[src/rtl/cfg_retry_pkg.sv]
package cfg_retry_pkg;
    localparam int STAT_W = 3;

    typedef enum logic [1:0] {
        ST_IDLE  = 2'd0,
        ST_ISSUE = 2'd1,
        ST_WAIT  = 2'd2
    } seq_state_e;

    localparam logic [STAT_W-1:0] CPL_SC   = 3'b000;
    localparam logic [STAT_W-1:0] CPL_UR   = 3'b001;
    localparam logic [STAT_W-1:0] CPL_CRS  = 3'b010;
    localparam logic [STAT_W-1:0] CPL_CA   = 3'b100;
    localparam logic [STAT_W-1:0] DONE_TMO = 3'b111;
endpackage

[src/rtl/cfg_retry_regs.sv]
module cfg_retry_regs #(
    parameter int               TC_W   = 28,
    parameter logic [TC_W-1:0]  TC_RST = 28'h400_FFFF,
    localparam int              REG_W  = TC_W + 4
) (
    input  logic             clk,
    input  logic             rst_n,
    input  logic             wr_en,
    input  logic [REG_W-1:0] wr_data,
    output logic [REG_W-1:0] rd_data,
    output logic             retry_off,
    output logic [TC_W-1:0]  tc_val
);
    typedef struct packed {
        logic            off;
        logic [TC_W-1:0] tc;
    } regs_t;

    regs_t r_d, r_q;

    always_comb begin
        r_d = r_q;
        if (wr_en) begin
            r_d.off = wr_data[0];
            r_d.tc  = wr_data[REG_W-1:4];
        end
    end

    always_ff @(posedge clk) begin
        if (!rst_n) begin
            r_q.off <= 1'b0;
            r_q.tc  <= TC_RST;
        end else begin
            r_q <= r_d;
        end
    end

    assign rd_data   = {r_q.tc, 3'b000, r_q.off};
    assign retry_off = r_q.off;
    assign tc_val    = r_q.tc;

    // written word is visible one cycle later with reserved bits cleared
    p_wr_readback_r2: assert property (@(posedge clk) disable iff (!rst_n)
        wr_en |=> rd_data == {$past(wr_data[REG_W-1:4]), 3'b000, $past(wr_data[0])});
endmodule

[src/rtl/cfg_retry_prescale.sv]
module cfg_retry_prescale #(
    parameter int PRE_W = 3
) (
    input  logic clk,
    input  logic rst_n,
    input  logic clear,
    input  logic enable,
    output logic tick
);
    logic [PRE_W-1:0] cnt_d, cnt_q;

    always_comb begin
        cnt_d = cnt_q;
        if (clear)       cnt_d = '0;
        else if (enable) cnt_d = cnt_q + 1'b1;
    end

    always_ff @(posedge clk) begin
        if (!rst_n) cnt_q <= '0;
        else        cnt_q <= cnt_d;
    end

    assign tick = enable && (cnt_q == {PRE_W{1'b1}});

    // ticks are spaced by the prescale period, never back to back
    p_tick_gap_r7: assert property (@(posedge clk) disable iff (!rst_n)
        tick |=> !tick);
endmodule

[src/rtl/cfg_retry_timer.sv]
module cfg_retry_timer #(
    parameter int TC_W = 28
) (
    input  logic            clk,
    input  logic            rst_n,
    input  logic            load,
    input  logic            clear,
    input  logic            tick,
    input  logic [TC_W-1:0] load_val,
    output logic            running,
    output logic            expired
);
    typedef struct packed {
        logic            run;
        logic            exp;
        logic [TC_W-1:0] cnt;
    } tmr_t;

    tmr_t t_d, t_q;

    always_comb begin
        t_d = t_q;
        if (clear) begin
            t_d.run = 1'b0;
            t_d.exp = 1'b0;
        end else if (load) begin
            t_d.run = 1'b1;
            t_d.exp = 1'b0;
            t_d.cnt = load_val;
        end else if (t_q.run && tick && !t_q.exp) begin
            if (t_q.cnt == '0) t_d.exp = 1'b1;
            else               t_d.cnt = t_q.cnt - 1'b1;
        end
    end

    always_ff @(posedge clk) begin
        if (!rst_n) begin
            t_q.run <= 1'b0;
            t_q.exp <= 1'b0;
            t_q.cnt <= '0;
        end else begin
            t_q <= t_d;
        end
    end

    assign running = t_q.run;
    assign expired = t_q.exp;

    // without a tick, load or clear the count stays put
    p_hold_no_tick_r7: assert property (@(posedge clk) disable iff (!rst_n)
        (t_q.run && !tick && !load && !clear) |=> $stable(t_q.cnt) && $stable(t_q.exp));
endmodule

[src/rtl/cfg_retry_ctrl.sv]
module cfg_retry_ctrl
    import cfg_retry_pkg::*;
#(
    parameter int              TC_W   = 28,
    parameter int              PRE_W  = 3,
    parameter logic [TC_W-1:0] TC_RST = 28'h400_FFFF,
    localparam int             REG_W  = TC_W + 4
) (
    input  logic              clk,
    input  logic              rst_n,
    input  logic              cfg_wr_en,
    input  logic [REG_W-1:0]  cfg_wr_data,
    output logic [REG_W-1:0]  cfg_rd_data,
    input  logic              start_i,
    output logic              busy_o,
    output logic              issue_o,
    input  logic              cpl_valid_i,
    input  logic [STAT_W-1:0] cpl_status_i,
    output logic              done_o,
    output logic [STAT_W-1:0] done_status_o
);
    typedef struct packed {
        seq_state_e        state;
        logic              off;
        logic [TC_W-1:0]   tc;
        logic              crs_seen;
        logic              done;
        logic [STAT_W-1:0] status;
    } seq_t;

    seq_t s_d, s_q;

    logic            reg_off;
    logic [TC_W-1:0] reg_tc;
    logic            tmr_load, tmr_clear, tmr_run, tmr_exp, pre_tick;

    cfg_retry_regs #(.TC_W(TC_W), .TC_RST(TC_RST)) u_regs (
        .clk(clk), .rst_n(rst_n), .wr_en(cfg_wr_en), .wr_data(cfg_wr_data),
        .rd_data(cfg_rd_data), .retry_off(reg_off), .tc_val(reg_tc)
    );

    cfg_retry_prescale #(.PRE_W(PRE_W)) u_pre (
        .clk(clk), .rst_n(rst_n), .clear(tmr_load | tmr_clear),
        .enable(tmr_run), .tick(pre_tick)
    );

    cfg_retry_timer #(.TC_W(TC_W)) u_tmr (
        .clk(clk), .rst_n(rst_n), .load(tmr_load), .clear(tmr_clear),
        .tick(pre_tick), .load_val(s_q.tc), .running(tmr_run), .expired(tmr_exp)
    );

    always_comb begin
        s_d       = s_q;
        s_d.done  = 1'b0;
        tmr_load  = 1'b0;
        tmr_clear = 1'b0;
        unique case (s_q.state)
            ST_IDLE: begin
                if (start_i) begin
                    s_d.state    = ST_ISSUE;
                    s_d.off      = reg_off;
                    s_d.tc       = reg_tc;
                    s_d.crs_seen = 1'b0;
                end
            end
            ST_ISSUE: s_d.state = ST_WAIT;
            ST_WAIT: begin
                if (cpl_valid_i) begin
                    if (cpl_status_i != CPL_CRS) begin
                        s_d.state  = ST_IDLE;
                        s_d.done   = 1'b1;
                        s_d.status = cpl_status_i;
                        tmr_clear  = 1'b1;
                    end else if (s_q.off) begin
                        s_d.state  = ST_IDLE;
                        s_d.done   = 1'b1;
                        s_d.status = CPL_CRS;
                        tmr_clear  = 1'b1;
                    end else if (!s_q.crs_seen) begin
                        s_d.state    = ST_ISSUE;
                        s_d.crs_seen = 1'b1;
                        tmr_load     = 1'b1;
                    end else if (tmr_exp) begin
                        s_d.state  = ST_IDLE;
                        s_d.done   = 1'b1;
                        s_d.status = DONE_TMO;
                        tmr_clear  = 1'b1;
                    end else begin
                        s_d.state = ST_ISSUE;
                    end
                end
            end
            default: s_d.state = ST_IDLE;
        endcase
    end

    always_ff @(posedge clk) begin
        if (!rst_n) begin
            s_q.state    <= ST_IDLE;
            s_q.off      <= 1'b0;
            s_q.tc       <= '0;
            s_q.crs_seen <= 1'b0;
            s_q.done     <= 1'b0;
            s_q.status   <= '0;
        end else begin
            s_q <= s_d;
        end
    end

    assign busy_o        = (s_q.state != ST_IDLE);
    assign issue_o       = (s_q.state == ST_ISSUE);
    assign done_o        = s_q.done;
    assign done_status_o = s_q.status;

    // each send request lasts exactly one cycle
    p_issue_pulse_r3: assert property (@(posedge clk) disable iff (!rst_n)
        issue_o |=> !issue_o);

    // non-CRS completion is reported unchanged on the next cycle
    p_pass_through_r4: assert property (@(posedge clk) disable iff (!rst_n)
        (s_q.state == ST_WAIT && cpl_valid_i && cpl_status_i != CPL_CRS)
        |=> done_o && done_status_o == $past(cpl_status_i));

    // CRS with retries switched off fails without a resend
    p_off_fails_r5: assert property (@(posedge clk) disable iff (!rst_n)
        (s_q.state == ST_WAIT && cpl_valid_i && cpl_status_i == CPL_CRS && s_q.off)
        |=> done_o && done_status_o == CPL_CRS && !issue_o);

    // timeout is only reported once the timer had expired
    p_tmo_after_exp_r8: assert property (@(posedge clk) disable iff (!rst_n)
        (done_o && done_status_o == DONE_TMO) |-> $past(tmr_exp));

    // expiry follows a prescaler tick
    p_exp_on_tick_r9: assert property (@(posedge clk) disable iff (!rst_n)
        $rose(tmr_exp) |-> $past(pre_tick));
endmodule

[config.mk]
export PLATFORM = sky130hd
export DESIGN_NAME = cfg_retry_ctrl
export DESIGN_NICKNAME = d
export VERILOG_FILES = /design/src/rtl/cfg_retry_pkg.sv /design/src/rtl/cfg_retry_regs.sv /design/src/rtl/cfg_retry_prescale.sv /design/src/rtl/cfg_retry_timer.sv /design/src/rtl/cfg_retry_ctrl.sv
export SDC_FILE = /design/constraint.sdc
export NUM_CORES = 1
export LEC_CHECK = 0
export BUFFER_PORTS_ARGS = -buffer_cell sky130_fd_sc_hd__clkbuf_2
export CELL_PAD_IN_SITES_DETAIL_PLACEMENT = 1
export CELL_PAD_IN_SITES_GLOBAL_PLACEMENT = 2
export CORE_UTILIZATION = 33
export DETAILED_ROUTE_END_ITERATION = 12
export PLACE_DENSITY = 0.77
export SYNTH_ARGS = -nofsm -noshare
export SYNTH_HDL_FRONTEND = slang
export SYNTH_SLANG_ARGS = --single-unit
[constraint.sdc]
create_clock -name clk -period 2.2 [get_ports clk]
set_clock_uncertainty 0.05 [all_clocks]
set_input_delay 0.22 -clock clk [delete_from_list [all_inputs] [get_ports clk]]
set_output_delay 0.22 -clock clk [all_outputs]
set_load 0.1 [all_outputs]
**Word-level counts from Yosys, hierarchy flattened**

Cells that the tools add are included.

- Bits in registers: 98
- Word-level logic and storage cells: 76

- Add/subtract/negate cells: 2
- Eq/ne operators: 9
- Mux-type cells: 29
- Bitwise logic cells: 3
- Reduce and logical (&&, ||, !) cells: 21

Operators by type and width:

| kind | number |
|---|---|
| 2-to-1 mux 28 bit | 3 |
| 2-to-1 mux 32 bit | 1 |
| logical NOT 28 bit | 1 |
| subtractor 28 x 1 -> 28 bit (second input constant) | 1 |
| 2-to-1 mux 4 bit | 4 |
| 2-to-1 mux 1 bit | 14 |
| inequality test 2 bit (second input constant) | 5 |
| 2-to-1 mux 2 bit | 4 |
| one-hot mux 2 bit (3 select lines) | 1 |
| AND reduction 2 bit | 3 |
| AND reduction 3 bit | 2 |
| nonzero test 2 bit | 3 |
| nonzero test 3 bit | 2 |
| 2-to-1 mux 5 bit | 1 |
| AND reduction 5 bit | 1 |
| AND reduction 4 bit | 1 |
| OR reduction 2 bit | 2 |
| adder 3 x 1 -> 3 bit (second input constant) | 1 |
| == test 3 bit (second input constant) | 1 |
| logical AND 1 bit | 3 |
| inequality test 3 x 2 -> 1 bit (second input constant) | 1 |
| OR reduction 3 bit | 1 |
| == test 2 x 1 -> 1 bit (second input constant) | 1 |
| == test 2 bit (second input constant) | 1 |
| 5 further kinds | 6 |

**Longest topological paths before layout**

- Depth after elaboration: 8
- Depth in mapped cells: 8

**Modules after synthesis**

A second synthesis with hierarchy kept.

- Cell total of the unflattened synthesis: 563
- Area total of the unflattened synthesis: 4926.0 um2

Modules (own cells, without submodules):

| module | instances | cells an instance | area each (um2) | sequential area each (um2) |
|---|---|---|---|---|
| cfg_retry_timer | 1 | 262 | 2025.7 | 600.6 |
| cfg_retry_ctrl | 1 | 162 | 1456.4 | 720.7 |
| cfg_retry_regs | 1 | 126 | 1305.0 | 580.6 |
| cfg_retry_prescale | 1 | 13 | 138.9 | 60.1 |

**Worst setup path after synthesis**

OpenSTA, ideal clock, no wires.

- Kind: reg-to-reg
- Start: register s_q[35] (netlist bit)
- End: register s_q[35] (netlist bit)
- Setup time: 0.070 ns
- Arrival time: 2.048 ns
- Slack: 0.032 ns
- Cell stages (with the launch flop): 5
- Path buffers: 1
- Clock period less this slack: 2.168 ns
- Path through: dfxtp_1 > clkbuf_1 > nor2b_1 > nor2_1 > nor2_1

- Elaborated cells between the ends (all ways): 7
- Classes of those cells: eq/ne (4); mux (1); reduce/logical (2)

RTL lines:

| element | line | text |
|---|---|---|
| start: declaration | cfg_retry_ctrl.sv:31 | `seq_t s_d, s_q;` |
| == test 2 x 1 -> 1 bit | -- |  |
| via issue_o | cfg_retry_ctrl.sv:16 | `output logic issue_o,` |
| one-hot mux 2 bit (3 select lines) | cfg_retry_ctrl.sv:57 | `unique case (s_q.state)` |

The timed path passes the listed nets, and every way through them passes these cells.
A chain may end at the register's enable or synchronous reset.

**Worst setup path after layout**

- Start: register u_tmr.t_q[0] (netlist bit)
- End: register u_tmr.t_q[27] (netlist bit)

- Word-level cells in the longest chain between the ends: 4
- Elaborated cells between the ends (all ways): 7
- Classes of those cells: add/sub (1); eq/ne (1); mux (3); reduce/logical (2)

Ends and longest elaborated chain:

| element | line | text |
|---|---|---|
| start: declaration | cfg_retry_timer.sv:19 | `tmr_t t_d, t_q;` |
| start signal: assignment | cfg_retry_timer.sv:42 | `t_q <= t_d;` |
| subtractor 28 x 1 -> 28 bit | cfg_retry_timer.sv:32 | `else t_d.cnt = t_q.cnt - 1'b1;` |
| 2-to-1 mux 28 bit | cfg_retry_timer.sv:31 | `if (t_q.cnt == '0) t_d.exp = 1'b1;` |
| 2-to-1 mux 28 bit | cfg_retry_timer.sv:30 | `end else if (t_q.run && tick && !t_q.exp) begin` |
| 2-to-1 mux 28 bit | cfg_retry_timer.sv:26 | `end else if (load) begin` |

Parallel ways exist; a longest one is shown, timed or not. The select of a mux whose other input is x is not followed.

==> results by group <==
Outcome
  – Status: finished clean

Critical path
  – Endpoint type of the worst setup path: flip-flop
  – Critical Path RT: 2390 ps
  – Arrival @ worst endpoint: 2270 ps
  – Crit start category: flip-flop
  – Crit Path Category: reg2reg
  – Crit-path max FO: 6

Final layout
  – Area delta synth->final: 22.55%
  – Commonest non-fill, non-tap cell in the layout: nand2_1
  – Antenna cell count: 0
  – FF/Latch Area: 0.001966 mm^2
  – Layout cell share with drive strength beyond 1: 24.84%
  – Number of fill cells: 1623
  – Number of nets in the layout: 667
  – Most frequent cells in the layout: 113 x nand2_1, 95 x dfxtp_1, 71 x clkbuf_2
  – Multi-input gate area: 0.002411 mm^2
  – Post-route cell area: 0.005597 mm^2
  – Layout Cells excl Fill: 804

Global routing
  – Gr usage total: 19.96%
  – Global-route wire length before repair: 22.58 mm
  – Vias in the first global route: 4311
  – Initial antenna violation count: 0
  – GR Overflow Total: 0
  – Pin count of the biggest net entering global routing: 70

Route
  – Routed wire length: 13.46 mm
  – DRC Markers: 0
  – TritonRoute pass-1 iters: 4
  – Post-route ant nets: 0
  – Routed length per placed instance: 16.74 um
  – Initial DRC Count: 146
  – Vias: 4252
  – Number of vias per cell: 5.289

Pwr
  – Leak Pwr: 2.451 nW
  – Final total power: 4.194 mW
  – VDD IR-drop max: 0.4941 mV
  – Sw frac: 30.46%
  – Psw: 1.278 mW
  – Sequential share of power: 45.5%
  – Combinational share of power: 16.5%
  – Clock share of power: 38.0%
  – Pwr/cell area: 749.4 mW/mm^2
  – Int Pwr: 2.917 mW

Clock network
  – Clock Sinks: 98
  – CTS tree: yes
  – Clock buffer depth: 2
  – Clock Pin Slew Worst Setup and Hold Paths: 70 ps
  – CTS H-Tree Depth: 3
  – CTS root buf: clkbuf_16
  – CTS buffer count: 9
  – Worst-Skew Late Latency: 360 ps

Synth
  – Register bit total from synthesis: 98
  – Ys async rst share: 0%
  – Synth top area cells: dfxtp_1 43%, nand2_1 9.4%, mux2i_1 6.8%
  – Mapped Area: 0.004567 mm^2
  – Synth Flop Type: dfxtp_1
  – Warnings from Yosys: 0
  – Cells after synthesis: 543
  – Seq/Total Area, Yosys: 42.96%
  – Synthesized area per cell: 8.410 um^2
  – Number of synthesized flops with an enable pin: 0
  – Area fraction of the dominant cell type after synthesis: 42.96%
  – Leading area contributor after synthesis: dfxtp_1
  – Synth cell types: 62

Place
  – Post-place instance area: 0.005248 mm^2
  – Placer congestion estimate: 0.8319
  – IO Port Bufs: 71
  – Post-DP HPWL: 9.782 mm
  – # placed instances: 786
  – DP Worst Slack: -36.90 ps

STA
  – Min Clock Period, post-route: 2080 ps
  – Fmax: 480.8 MHz
  – Final hold viol count: 0
  – Post-route setup slack: 120.3 ps
  – Final setup violation count: 0
  – Rel. slew slack: 40.54%
  – Setup TNS: 0 ps
  – Slew @ Worst Pin: 891.9 ps
  – Final worst-path cycle share: 94.53%
  – Final Max Slew Viols: 0
  – RSZ-0062 raised after global routing: false

Floorplanning
  – Core box area: 0.01335 mm^2
  – Die height: 119.6 um
  – Full die area: 0.01431 mm^2
  – Row count: 42
  – # IOs: 78
  – Die Wd: 119.6 um
  – Starting Density: 34.21%

Min path
  – Hold Crit Class: in2reg

Job
  – Max-Cap Viols: 0
cells in the mapped netlist (3+ instances only):
cell / number
nand2_1: 114
dfxtp_1: 98
a21oi_1: 51
nor2_1: 32
mux2i_1: 31
clkbuf_1: 25
nand3_1: 13
nor3_1: 11
buf_4: 10
o32ai_1: 10
o211ai_1: 9
o31ai_1: 8
a22oi_1: 7
nand4_1: 7
nor4_1: 7
buf_2: 6
o21ai_0: 6
a31oi_1: 5
buf_1: 5
o2111ai_1: 5
or3_1: 5
and2_1: 4
ha_1: 4
inv_1: 4
o21a_1: 4
o311a_1: 4
or2_2: 4
a22o_1: 3
nand2b_1: 3
nor3b_1: 3
nor4_2: 3
o41ai_1: 3
or4_1: 3
metrics by stage:
step                      utilization [%]  hold WS, ps
final                               41.93        31.66
after global placement              39.31        383.2
after CTS                           41.67        22.12
after floorplan                         -        299.0
after detailed placement            39.31        393.2
after global routing                41.93        37.87
worst max-delay path: stages (launching register included):
cell     delay [ps]
dfxtp_2         350
or4_4           580
nor3_4          320
nand3_1         140
o311a_1         350
o21a_1          180
routing by layer:
layer / track usage, % / share of wire (%) / vias to the layer above
met4: 8.125 / 1.7 / 0
li1: - / - / 2112
met3: 2.852 / 4.2 / 18
met2: 30.64 / 45 / 88
met5: 0 / 0 / -
met1: 27.97 / 49 / 2034
layout make-up:
type	count	area share [%]
clock buffer	11	4.158
clock inverter	5	1.095
inverter	5	0.3353
multi-input combinational	396	43.08
sequential	98	35.12
tap	176	3.935
timing repair buffer	113	12.27
timing repair:
| item | 4_1_cts | 5_1_grt |
|---|---|---|
| setup buffers | 2 | 0 |
| hold buffers | 0 | 0 |
| resized for setup | 2 | 9 |
| endpoints found under the setup margin | 4 | 16 |
| pin swaps | 1 | 2 |
power groups by stage:
stage / Sequential (mW) / Combinational, mW / Clock, mW
finish: 1.91 / 0.692 / 1.59
global route: 1.92 / 0.744 / 1.71
CTS: 1.91 / 0.698 / 1.64
detailed placement: 1.95 / 0.692 / 0
global placement: 1.95 / 0.680 / 0
floorplan: 2.15 / 0.322 / 0
state kept, by name, summed over array words and instances (netlist names):
register / cells
u_tmr.running: 1
u_regs.retry_off: 1
u_tmr.expired: 1
done_status_o: 3
u_pre.cnt_q: 3
s_q: 32
u_tmr.t_q: 28
u_regs.tc_val: 28
done_o: 1
logic make-up (layout without fill, tap and decap cells):
kind of cell	after synthesis	count (layout)	share of synthesized area, %
simple gates	227	227	24.41
fa+ha+maj	4	4	1.096
compound gates	130	130	19.29
buf+inv	51	134	5.178
xor+xnor	1	1	0.1918
mux	31	31	6.795
other cells	1	3	0.08211
flops	98	98	42.96
path summary, 6_finish.rpt:
path,cells after the start,endpoint,startpoint,slack [ps]
hold / removal,3,u_regs.tc_val[5],cfg_wr_data[9],30
setup / recovery,5,u_tmr.t_q[27],u_tmr.t_q[0],120
setup reg to reg,5,u_tmr.t_q[27],u_tmr.t_q[0],120
hold reg to reg,2,s_q[26],s_q[26],410
Power figures use the tool's default switching activity.
